==> config.mk <==
export PLATFORM = sky130hd
export DESIGN_NAME = adc_chain_reader
export DESIGN_NICKNAME = d
export VERILOG_FILES = /design/src/rtl/adc_seq_pkg.sv /design/src/rtl/adc_sck_div.sv /design/src/rtl/adc_shift_rx.sv /design/src/rtl/adc_frame_ctrl.sv /design/src/rtl/adc_chain_reader.sv
export SDC_FILE = /design/constraint.sdc
export NUM_CORES = 1
export LEC_CHECK = 0
export BUFFER_PORTS_ARGS = -buffer_cell sky130_fd_sc_hd__buf_4
export CELL_PAD_IN_SITES_DETAIL_PLACEMENT = 2
export CELL_PAD_IN_SITES_GLOBAL_PLACEMENT = 2
export CORE_UTILIZATION = 36
export DETAILED_ROUTE_END_ITERATION = 6
export GPL_TIMING_DRIVEN = 0
export PLACE_DENSITY = 0.78
export REMOVE_ABC_BUFFERS = 1
export SYNTH_ARGS = -nofsm -noshare
export SYNTH_HDL_FRONTEND = slang
export SYNTH_SLANG_ARGS = --single-unit
==> constraint.sdc <==
create_clock -name clk_i -period 2.2 [get_ports clk_i]
set_clock_uncertainty 0.2 [all_clocks]
set_input_delay 0.66 -clock clk_i [delete_from_list [all_inputs] [get_ports clk_i]]
set_output_delay 0.66 -clock clk_i [all_outputs]
set_load 0.02 [all_outputs]
==> src/rtl/adc_seq_pkg.sv <==
package adc_seq_pkg;

   typedef enum logic [2:0] {
      ST_IDLE,
      ST_CONV,
      ST_SEL,
      ST_SHIFT,
      ST_DESEL,
      ST_DONE,
      ST_ACQ
   } seq_state_t;

   function automatic int unsigned cnt_width(input int unsigned max_val);
      return (max_val < 2) ? 1 : $clog2(max_val + 1);
   endfunction

   function automatic int unsigned idx_width(input int unsigned count);
      return (count < 2) ? 1 : $clog2(count);
   endfunction

endpackage

==> src/rtl/adc_sck_div.sv <==
module adc_sck_div #(
   parameter int unsigned SCK_HALF = 2
) (
   input  logic clk_i,
   input  logic rst_ni,
   input  logic run_i,
   output logic sck_o,
   output logic fall_o
);

   logic sck_q;
   logic tick;

   generate
      if (SCK_HALF == 1) begin : g_fast
         assign tick = 1'b1;
      end else begin : g_counted
         localparam int unsigned CW = adc_seq_pkg::cnt_width(SCK_HALF - 1);
         localparam logic [CW-1:0] HALF_LAST = CW'(SCK_HALF - 1);
         logic [CW-1:0] cnt_q;

         always_ff @(posedge clk_i or negedge rst_ni) begin
            if (!rst_ni) begin
               cnt_q <= '0;
            end else if (!run_i || cnt_q == HALF_LAST) begin
               cnt_q <= '0;
            end else begin
               cnt_q <= cnt_q + 1'b1;
            end
         end

         assign tick = (cnt_q == HALF_LAST);
      end
   endgenerate

   always_ff @(posedge clk_i or negedge rst_ni) begin
      if (!rst_ni) begin
         sck_q <= 1'b0;
      end else if (!run_i) begin
         sck_q <= 1'b0;
      end else if (tick) begin
         sck_q <= ~sck_q;
      end
   end

   assign sck_o  = sck_q;
   assign fall_o = run_i && sck_q && tick;

   // the clock returns low once the read window closes
   p_sck_parks_low_r5: assert property (@(posedge clk_i) disable iff (!rst_ni)
      !run_i |=> !sck_o);

endmodule

==> src/rtl/adc_shift_rx.sv <==
module adc_shift_rx #(
   parameter int unsigned BITS = 16
) (
   input  logic            clk_i,
   input  logic            rst_ni,
   input  logic            clr_i,
   input  logic            en_i,
   input  logic            bit_i,
   output logic [BITS-1:0] word_next_o
);

   logic [BITS-1:0] word_q;

   assign word_next_o = {word_q[BITS-2:0], bit_i};

   always_ff @(posedge clk_i or negedge rst_ni) begin
      if (!rst_ni) begin
         word_q <= '0;
      end else if (clr_i) begin
         word_q <= '0;
      end else if (en_i) begin
         word_q <= word_next_o;
      end
   end

endmodule

==> src/rtl/adc_frame_ctrl.sv <==
module adc_frame_ctrl
   import adc_seq_pkg::*;
#(
   parameter int unsigned N_CONV  = 2,
   parameter int unsigned BITS    = 16,
   parameter int unsigned T_CONV  = 40,
   parameter int unsigned T_SETUP = 2,
   parameter int unsigned T_ACQ   = 8,
   localparam int unsigned IW     = idx_width(N_CONV)
) (
   input  logic              clk_i,
   input  logic              rst_ni,
   input  logic              start_i,
   input  logic              fall_i,
   output logic              cnv_o,
   output logic [N_CONV-1:0] cs_n_o,
   output logic              run_o,
   output logic              clr_o,
   output logic              store_o,
   output logic              frame_end_o,
   output logic              done_o,
   output logic [IW-1:0]     idx_o
);

   localparam int unsigned T_MAX0 = (T_CONV > T_SETUP) ? T_CONV : T_SETUP;
   localparam int unsigned T_MAX  = (T_MAX0 > T_ACQ) ? T_MAX0 : T_ACQ;
   localparam int unsigned TW     = cnt_width(T_MAX);
   localparam int unsigned FW     = cnt_width(BITS - 1);

   localparam logic [TW-1:0] CONV_LAST  = TW'(T_CONV - 1);
   localparam logic [TW-1:0] SETUP_LAST = TW'(T_SETUP - 1);
   localparam logic [TW-1:0] ACQ_LAST   = TW'(T_ACQ - 1);
   localparam logic [FW-1:0] FALL_LAST  = FW'(BITS - 1);
   localparam logic [IW-1:0] IDX_LAST   = IW'(N_CONV - 1);

   seq_state_t    state_q;
   logic [TW-1:0] tcnt_q;
   logic [FW-1:0] fcnt_q;
   logic [IW-1:0] idx_q;
   logic          sel_phase;

   always_ff @(posedge clk_i or negedge rst_ni) begin
      if (!rst_ni) begin
         state_q <= ST_IDLE;
         tcnt_q  <= '0;
         fcnt_q  <= '0;
         idx_q   <= '0;
      end else begin
         unique case (state_q)
            ST_IDLE: begin
               idx_q  <= '0;
               tcnt_q <= '0;
               if (start_i) begin
                  state_q <= ST_CONV;
               end
            end
            ST_CONV: begin
               if (tcnt_q == CONV_LAST) begin
                  tcnt_q  <= '0;
                  state_q <= ST_SEL;
               end else begin
                  tcnt_q <= tcnt_q + 1'b1;
               end
            end
            ST_SEL: begin
               if (tcnt_q == SETUP_LAST) begin
                  tcnt_q  <= '0;
                  fcnt_q  <= '0;
                  state_q <= ST_SHIFT;
               end else begin
                  tcnt_q <= tcnt_q + 1'b1;
               end
            end
            ST_SHIFT: begin
               if (fall_i) begin
                  if (fcnt_q == FALL_LAST) begin
                     state_q <= ST_DESEL;
                  end else begin
                     fcnt_q <= fcnt_q + 1'b1;
                  end
               end
            end
            ST_DESEL: begin
               if (idx_q == IDX_LAST) begin
                  state_q <= ST_DONE;
               end else begin
                  idx_q   <= idx_q + 1'b1;
                  state_q <= ST_SEL;
               end
            end
            ST_DONE: begin
               tcnt_q  <= '0;
               state_q <= ST_ACQ;
            end
            ST_ACQ: begin
               if (tcnt_q == ACQ_LAST) begin
                  tcnt_q  <= '0;
                  state_q <= ST_IDLE;
               end else begin
                  tcnt_q <= tcnt_q + 1'b1;
               end
            end
            default: state_q <= ST_IDLE;
         endcase
      end
   end

   assign sel_phase = (state_q == ST_SEL) || (state_q == ST_SHIFT);

   generate
      for (genvar g = 0; g < N_CONV; g++) begin : g_sel
         assign cs_n_o[g] = !(sel_phase && (idx_q == IW'(g)));
      end
   endgenerate

   assign cnv_o       = (state_q == ST_CONV) || sel_phase || (state_q == ST_DESEL);
   assign run_o       = (state_q == ST_SHIFT);
   assign clr_o       = (state_q == ST_SEL);
   assign store_o     = run_o && fall_i && (fcnt_q == FALL_LAST);
   assign frame_end_o = (state_q == ST_DESEL) && (idx_q == IDX_LAST);
   assign done_o      = (state_q == ST_DONE);
   assign idx_o       = idx_q;

   // never two converters driving the shared line
   p_single_select_r4: assert property (@(posedge clk_i) disable iff (!rst_ni)
      $onehot0(~cs_n_o));

   // a select is only lowered under the convert strobe
   p_select_under_cnv_r2: assert property (@(posedge clk_i) disable iff (!rst_ni)
      (cs_n_o != '1) |-> cnv_o);

   // every converter sees its select high as the strobe rises
   p_cnv_rise_selects_high_r3: assert property (@(posedge clk_i) disable iff (!rst_ni)
      $rose(cnv_o) |-> (cs_n_o == '1));

   // the strobe drops only together with done
   p_cnv_falls_at_done_r2: assert property (@(posedge clk_i) disable iff (!rst_ni)
      $fell(cnv_o) |-> done_o);

   // done lasts one cycle
   p_done_single_r8: assert property (@(posedge clk_i) disable iff (!rst_ni)
      done_o |=> !done_o);

   // no new frame can start outside idle
   p_start_ignored_r9: assert property (@(posedge clk_i) disable iff (!rst_ni)
      (state_q != ST_IDLE) |=> !$rose(cnv_o));

endmodule

==> src/rtl/adc_chain_reader.sv <==
module adc_chain_reader #(
   parameter int unsigned N_CONV   = 2,
   parameter int unsigned BITS     = 16,
   parameter int unsigned SCK_HALF = 2,
   parameter int unsigned T_CONV   = 40,
   parameter int unsigned T_SETUP  = 2,
   parameter int unsigned T_ACQ    = 8
) (
   input  logic                     clk_i,
   input  logic                     rst_ni,
   input  logic                     start_i,
   input  logic                     sdo_i,
   output logic                     cnv_o,
   output logic                     sck_o,
   output logic [N_CONV-1:0]        cs_n_o,
   output logic [N_CONV*BITS-1:0]   result_o,
   output logic                     done_o
);

   localparam int unsigned IW = adc_seq_pkg::idx_width(N_CONV);
   localparam int unsigned RW = N_CONV * BITS;

   generate
      if (N_CONV < 1) begin : g_bad_count
         $error("N_CONV must be at least 1");
      end
      if (BITS < 2) begin : g_bad_bits
         $error("BITS must be at least 2");
      end
      if (SCK_HALF < 1) begin : g_bad_half
         $error("SCK_HALF must be at least 1");
      end
      if (T_CONV < 1 || T_SETUP < 1 || T_ACQ < 1) begin : g_bad_time
         $error("timing parameters must be at least 1");
      end
   endgenerate

   logic            run;
   logic            fall;
   logic            clr;
   logic            store;
   logic            frame_end;
   logic [IW-1:0]   idx;
   logic [BITS-1:0] word_next;
   logic [RW-1:0]   stage_flat;
   logic [RW-1:0]   result_q;

   adc_frame_ctrl #(
      .N_CONV  (N_CONV),
      .BITS    (BITS),
      .T_CONV  (T_CONV),
      .T_SETUP (T_SETUP),
      .T_ACQ   (T_ACQ)
   ) u_ctrl (
      .clk_i       (clk_i),
      .rst_ni      (rst_ni),
      .start_i     (start_i),
      .fall_i      (fall),
      .cnv_o       (cnv_o),
      .cs_n_o      (cs_n_o),
      .run_o       (run),
      .clr_o       (clr),
      .store_o     (store),
      .frame_end_o (frame_end),
      .done_o      (done_o),
      .idx_o       (idx)
   );

   adc_sck_div #(
      .SCK_HALF (SCK_HALF)
   ) u_div (
      .clk_i  (clk_i),
      .rst_ni (rst_ni),
      .run_i  (run),
      .sck_o  (sck_o),
      .fall_o (fall)
   );

   adc_shift_rx #(
      .BITS (BITS)
   ) u_rx (
      .clk_i       (clk_i),
      .rst_ni      (rst_ni),
      .clr_i       (clr),
      .en_i        (fall),
      .bit_i       (sdo_i),
      .word_next_o (word_next)
   );

   generate
      for (genvar g = 0; g < N_CONV; g++) begin : g_stage
         logic [BITS-1:0] stage_q;

         always_ff @(posedge clk_i or negedge rst_ni) begin
            if (!rst_ni) begin
               stage_q <= '0;
            end else if (store && (idx == IW'(g))) begin
               stage_q <= word_next;
            end
         end

         assign stage_flat[g*BITS +: BITS] = stage_q;
      end
   endgenerate

   always_ff @(posedge clk_i or negedge rst_ni) begin
      if (!rst_ni) begin
         result_q <= '0;
      end else if (frame_end) begin
         result_q <= stage_flat;
      end
   end

   assign result_o = result_q;

   // serial clock activity only inside a read window
   p_sck_needs_select_r5: assert property (@(posedge clk_i) disable iff (!rst_ni)
      sck_o |-> (cs_n_o != '1));

   // the parallel result moves only with done
   p_result_holds_r8: assert property (@(posedge clk_i) disable iff (!rst_ni)
      !done_o |-> $stable(result_o));

   // the select of the current read stays low while the clock runs
   p_select_holds_in_read_r6: assert property (@(posedge clk_i) disable iff (!rst_ni)
      (sck_o && !$past(sck_o)) |-> $stable(cs_n_o));

endmodule

======== Word-level counts from Yosys, hierarchy flattened ========
Cells that the tools add are included.
word-level totals
  flip-flop bits (word level) ............. 95
  input port bits ......................... 4
  output and inout bits ................... 37
cells by class
  add/subtract/negate cells ............... 4
  equal/unequal tests ..................... 18
  muxes and demuxes ....................... 23
  bitwise logic cells ..................... 2
  reductions and logical operators ........ 24
operators by type and width
  cell                                                                     count
  15-bit 2-to-1 mux                                                        2
  6-bit one-hot mux with 4 select lines                                    1
  3-bit 2-to-1 mux                                                         7
  3-bit one-hot mux with 7 select lines                                    1
  6-bit 2-to-1 mux                                                         3
  4-bit 2-to-1 mux                                                         3
  2-bit by 1-bit inequality test with 1-bit output, second input constant  5
  3-bit == test, second input constant                                     3
  1-bit logical AND                                                        9
  4-bit one-hot mux with 2 select lines                                    1
  6-bit by 1-bit adder with 6-bit output, second input constant            1
  3-bit by 2-bit == test with 1-bit output, second input constant          2
  6-bit by 1-bit == test with 1-bit output, second input constant          1
  6-bit by 3-bit == test with 1-bit output, second input constant          1
  6-bit == test, second input constant                                     1
  2-bit inequality test, second input constant                             3
  6-bit AND reduction                                                      1
  2-bit nonzero test                                                       3
  4-bit by 1-bit adder with 4-bit output, second input constant            1
  4-bit == test, second input constant                                     1
  1-bit logical OR                                                         4
  1-bit 2-to-1 mux                                                         4
  4-bit AND reduction                                                      1
  4-bit nonzero test                                                       1
  other kinds (7)                                                          11

======== Depth between registers and ports, before layout ========
  depth after elaboration ................. 6
  depth in mapped cells ................... 7
  mapped depth without buffers ............ 5

======== Cells and area by module ========
From an unflattened synthesis, not the netlist that was laid out.
unflattened totals
  cell total of the unflattened synthesis .. 309
  area, all modules ....................... 4111.4 µm²
by module, submodules not included
  module            times used  cells each  area an instance (µm²)  seq. area each (µm²)
  adc_chain_reader  1           137         2437.3                  1601.5
  adc_frame_ctrl    1           117         968.4                   350.3
  adc_shift_rx      1           49          624.3                   375.4
  adc_sck_div       1           6           81.3                    50.0

======== Least setup slack after synthesis ========
No wires, ideal clock.
  path type ............................... register -> output
  start point ............................. register u_ctrl.state_q[0]
  end point ............................... output cnv_o
  arrival ................................. 1.326 ns
  path slack .............................. 0.014 ns
  cell stages (with the launch flop) ...... 5
  path buffers ............................ 2
  cells stage by stage .................... dfrtp_1 -> clkbuf_1 -> buf_2 -> nor2_1 -> xnor2_1
between the ends
  longest elaborated chain between the ends .. 4
  elaborated cells between the ends (all ways) .. 7
  those cells by class .................... eq/ne (4); reduce/logical (3)
RTL lines
  what                                      line                    source
  from (decl)                               adc_frame_ctrl.sv:36    seq_state_t state_q;
  from (signal assigned)                    adc_frame_ctrl.sv:44    state_q <= ST_IDLE;
  from (signal assigned)                    adc_frame_ctrl.sv:54    state_q <= ST_CONV;
  from (signal assigned)                    adc_frame_ctrl.sv:60    state_q <= ST_SEL;
  3-bit by 2-bit == test with 1-bit output  adc_frame_ctrl.sv:108   assign sel_phase = (state_q == ST_SEL) || (state_q == ST_SHIFT);
  1-bit logical OR                          adc_frame_ctrl.sv:108
  1-bit logical OR                          adc_frame_ctrl.sv:116   assign cnv_o = (state_q == ST_CONV) || sel_phase || (state_q == ST_DESEL);
  1-bit logical OR *                        adc_frame_ctrl.sv:116
  to (decl)                                 adc_chain_reader.sv:13  output logic cnv_o,
Every way passes the cells marked *; elsewhere a longest branch is shown, timed or not.

======== Final worst setup path ========
  start point ............................. register u_ctrl.state_q[1]
  end point ............................... register g_stage[0].stage_q[9]
between the ends
  longest elaborated chain between the ends .. 6
RTL lines
  what                                        line                    source
  3-bit by 2-bit == test with 1-bit output *  adc_frame_ctrl.sv:117   assign run_o = (state_q == ST_SHIFT);
  1-bit logical AND (2 in a row)              adc_sck_div.sv:47       assign fall_o = run_i && sck_q && tick;
  1-bit logical AND * (2 in a row)            adc_frame_ctrl.sv:119   assign store_o = run_o && fall_i && (fcnt_q == FALL_LAST);
  1-bit logical AND *                         adc_chain_reader.sv:97  end else if (store && (idx == IW'(g))) begin
  to (signal assigned)                        adc_chain_reader.sv:98  stage_q <= word_next;
  to (decl)                                   adc_chain_reader.sv:92  logic [BITS-1:0] stage_q;
Marked as above.
A chain may end at the register's enable or synchronous reset.

==> summary.txt <==
Setup path
  – Critical path type: register to register
  – CP startpoint kind: register
  – Required @ worst endpoint: 2.23 ns
  – Crit path max fanout: 12
  – Critical Path End Type: register
  – CP arrival: 2.22 ns

Synthesis
  – Synth Register Bits: 95
  – Most frequent cell after synthesis: dfrtp_1
  – Top cells by area, synth: dfrtp_1 (58%), mux2_2 (18%), nand2_1 (3.4%)
  – Post-synth ARST share: 100%
  – Distinct cells, synth: 46
  – YS warnings: 0
  – Seq/Total Area, Yosys: 58.5%
  – Synth Area per Inst: 12.7 µm²
  – Syn Std Cell Area: 4070 µm²
  – Top_reg_cell synth: dfrtp_1
  – Cell accounting for the most synthesized area: dfrtp_1
  – Post-synth EDFFs: 0
  – Synth top cells by count: dfrtp_1 (95), mux2_2 (65), nand2_1 (37)
  – Top-area cell type share of the netlist area: 58.5%
  – Synth Instances: 321

Route
  – Starting DRT DRC Count: 92
  – # DRC: 0
  – Routed Antenna Nets: 0
  – Vias/cell: 5.30
  – Total Wirelength: 10200 µm
  – Routed vias: 2792
  – TritonRoute pass-1 iters: 6
  – Drt wl/cell: 19.4 µm

Final layout
  – Final core utilization: 46.4%
  – NumNets Final: 389
  – Fillers: 1100
  – # diodes: 0
  – Final instance area: 5070 µm²
  – Post-Layout Cell Count: 527
  – Fraction of layout cells with a size suffix above 1: 43.7%
  – Synth-to-layout area growth: 24.7%

Power and ir drop
  – Switching power: 1.37 mW
  – Switching part of the total: 30.6%
  – Internal power: 3.10 mW
  – Logic gate share of total power: 23.9%
  – Pwr/cell area: 881 nW/µm²
  – VDD IR max: 0.541 mV
  – Leakage: 2.50 nW
  – Flop pwr share: 43.4%
  – Clock network power share: 32.7%
  – Total chip power: 4.47 mW

Clocking
  – CTS Buf Count: 9
  – Sink Count: 95
  – Skew-Pair Late Insertion Delay: 0.35 ns
  – Clock-pin slew on the worst setup and hold paths: 0.07 ns
  – CTS tree: done
  – CTS Buffer Depth: 2
  – Max H-tree Level: 3
  – Hold Buf Count CTS: 0
  – Root Driver: clkbuf_16

STA
  – Final hold violation count: 0
  – Slew @ Worst Pin: 1.22 ns
  – Max-slew violations: 0
  – Final period util: 99.7%
  – Setup WS post-layout: 0.00593 ns
  – Final setup viols: 0
  – Slew headroom: 18.9%
  – Unrepaired setup endpoints after global routing: true
  – Fin crit period: 2.19 ns
  – Setup TNS: 0 ns
  – Fmax: 456 MHz
  – Fin Hold WS: 0.290 ns

Global route
  – Met3 Use GR: 3.50%
  – Met1 GRT Util: 22.4%
  – Number of global-route vias before repair: 3007
  – Largest net degree at the start of global routing: 96
  – GRT Util Overall: 18.8%
  – Antenna violations before repair: 0
  – Total congestion overflow: 0
  – First-pass GRT wire length: 16300 µm
  – Met2 global-route usage: 32.8%
  – Most used routing layer: met2

Placement
  – Cell area after placement: 4490 µm²
  – Placed Instances: 486
  – Pre-CTS WS: -0.827 ns
  – # port buffers: 40
  – Post-DP HPWL: 5820 µm
  – GP Congestion: 0.745

Floorplanning
  – Die H: 108 µm
  – Initial Utilization: 37.2%
  – Row count: 38
  – Die ar.: 11700 µm²
  – Chip width: 108 µm
  – Core area: 10900 µm²
  – I/O pin cnt: 41

Job
  – Max cap viols: 0

Run status
  – Run status: finished, final reports clean

Hold path
  – Hold WC Path Type: register to register
## layer usage
layer / vias up / wire length [µm]
met5: - / 0
met2: 50 / 5330
met4: 0 / 247
li1: 1253 / -
met1: 1471 / 4360
met3: 18 / 278
## layout make-up
cell class              instances  area, µm²  area share [%]
flip-flops and latches         95       2380            47.0
multi-input cells             205       1670            33.0
repair buffers                 66        547            10.8
clock buffers                  12        256            5.06
well taps                     140        175            3.45
clock inverters                 4       20.0           0.395
inverters                       5       18.8           0.370
## cells by family (layout without fill, tap and decap cells)
logic type | Yosys count | in the layout | synth area share (%)
compound gates | 41 | 41 | 6.46
xor+xnor | 5 | 5 | 1.08
fa+ha+maj | 3 | 3 | 0.923
buf+inv | 22 | 87 | 2.77
flops | 95 | 95 | 58.5
mux | 66 | 66 | 18.3
simple gates | 89 | 90 | 12.0
## state kept, by name (all words and copies together), names as in the netlist
register,count
g_stage.stage_q,32
result_o,32
u_ctrl.fcnt_q,4
u_ctrl.idx_o,1
u_ctrl.state_q,3
u_ctrl.tcnt_q,6
u_div.g_counted.cnt_q,1
u_div.sck_o,1
u_rx.word_q,15
## cells in the final DEF, fill, tap and decap left out, types with 2 or more instances in the layout
cell type   n
dfrtp_1    92
mux2_2     65
buf_4      58
nand2_1    37
a21oi_1    16
nand3_1    13
clkbuf_16   9
nor2_1      7
o21ai_0     6
inv_1       5
buf_6       5
clkinv_2    4
nand2b_1    3
a21boi_0    3
xnor2_1     3
a31oi_1     3
a211oi_1    3
ha_1        3
nor2b_4     2
nor2_4      2
nand4_1     2
or2_2       2
nor2b_1     2
and2_1      2
o22a_1      2
o2bb2ai_1   2
o311a_1     2
clkbuf_8    2
buf_12      2
dfrtp_2     2
## what timing repair did
| item | 4_1_cts | 5_1_grt |
|---|---|---|
| setup buffers | 15 | 9 |
| pin swaps | 3 | 5 |
| setup endpoints to repair | 84 | 41 |
| resized for setup | 12 | 11 |
| gates cloned | 1 | 0 |
## final timing paths
kind / to / slack [ns] / start / depth (start not counted)
min: result_o[14] / 0.29 / result_o[14] / 1
max reg2reg: g_stage[0].stage_q[9] / 0.006 / u_ctrl.state_q[1] / 7
max: g_stage[0].stage_q[9] / 0.006 / u_ctrl.state_q[1] / 7
min reg2reg: result_o[14] / 0.29 / result_o[14] / 1
max in group asynchronous: u_ctrl.state_q[0] / 0.53 / rst_ni / 1
min in group asynchronous: result_o[13] / 0.34 / rst_ni / 1
## power groups by stage
stage / registers [mW] / clock network [mW] / logic, mW
floorplan: 1.98 / 0 / 0.467
global placement: 2.01 / 0 / 0.661
detailed placement: 2.03 / 0 / 0.683
CTS: 1.93 / 1.51 / 0.939
global route: 1.95 / 1.57 / 1.16
finish: 1.94 / 1.46 / 1.07
## critical path, stage by stage, from the launching register on
cell,delay (ns)
dfrtp_2,0.39
buf_4,0.13
buf_4,0.14
nand3b_4,0.16
or2_4,0.33
nor3_4,0.19
buf_12,0.18
mux2_2,0.34
Note: power is estimated with default switching activity, not from simulation.
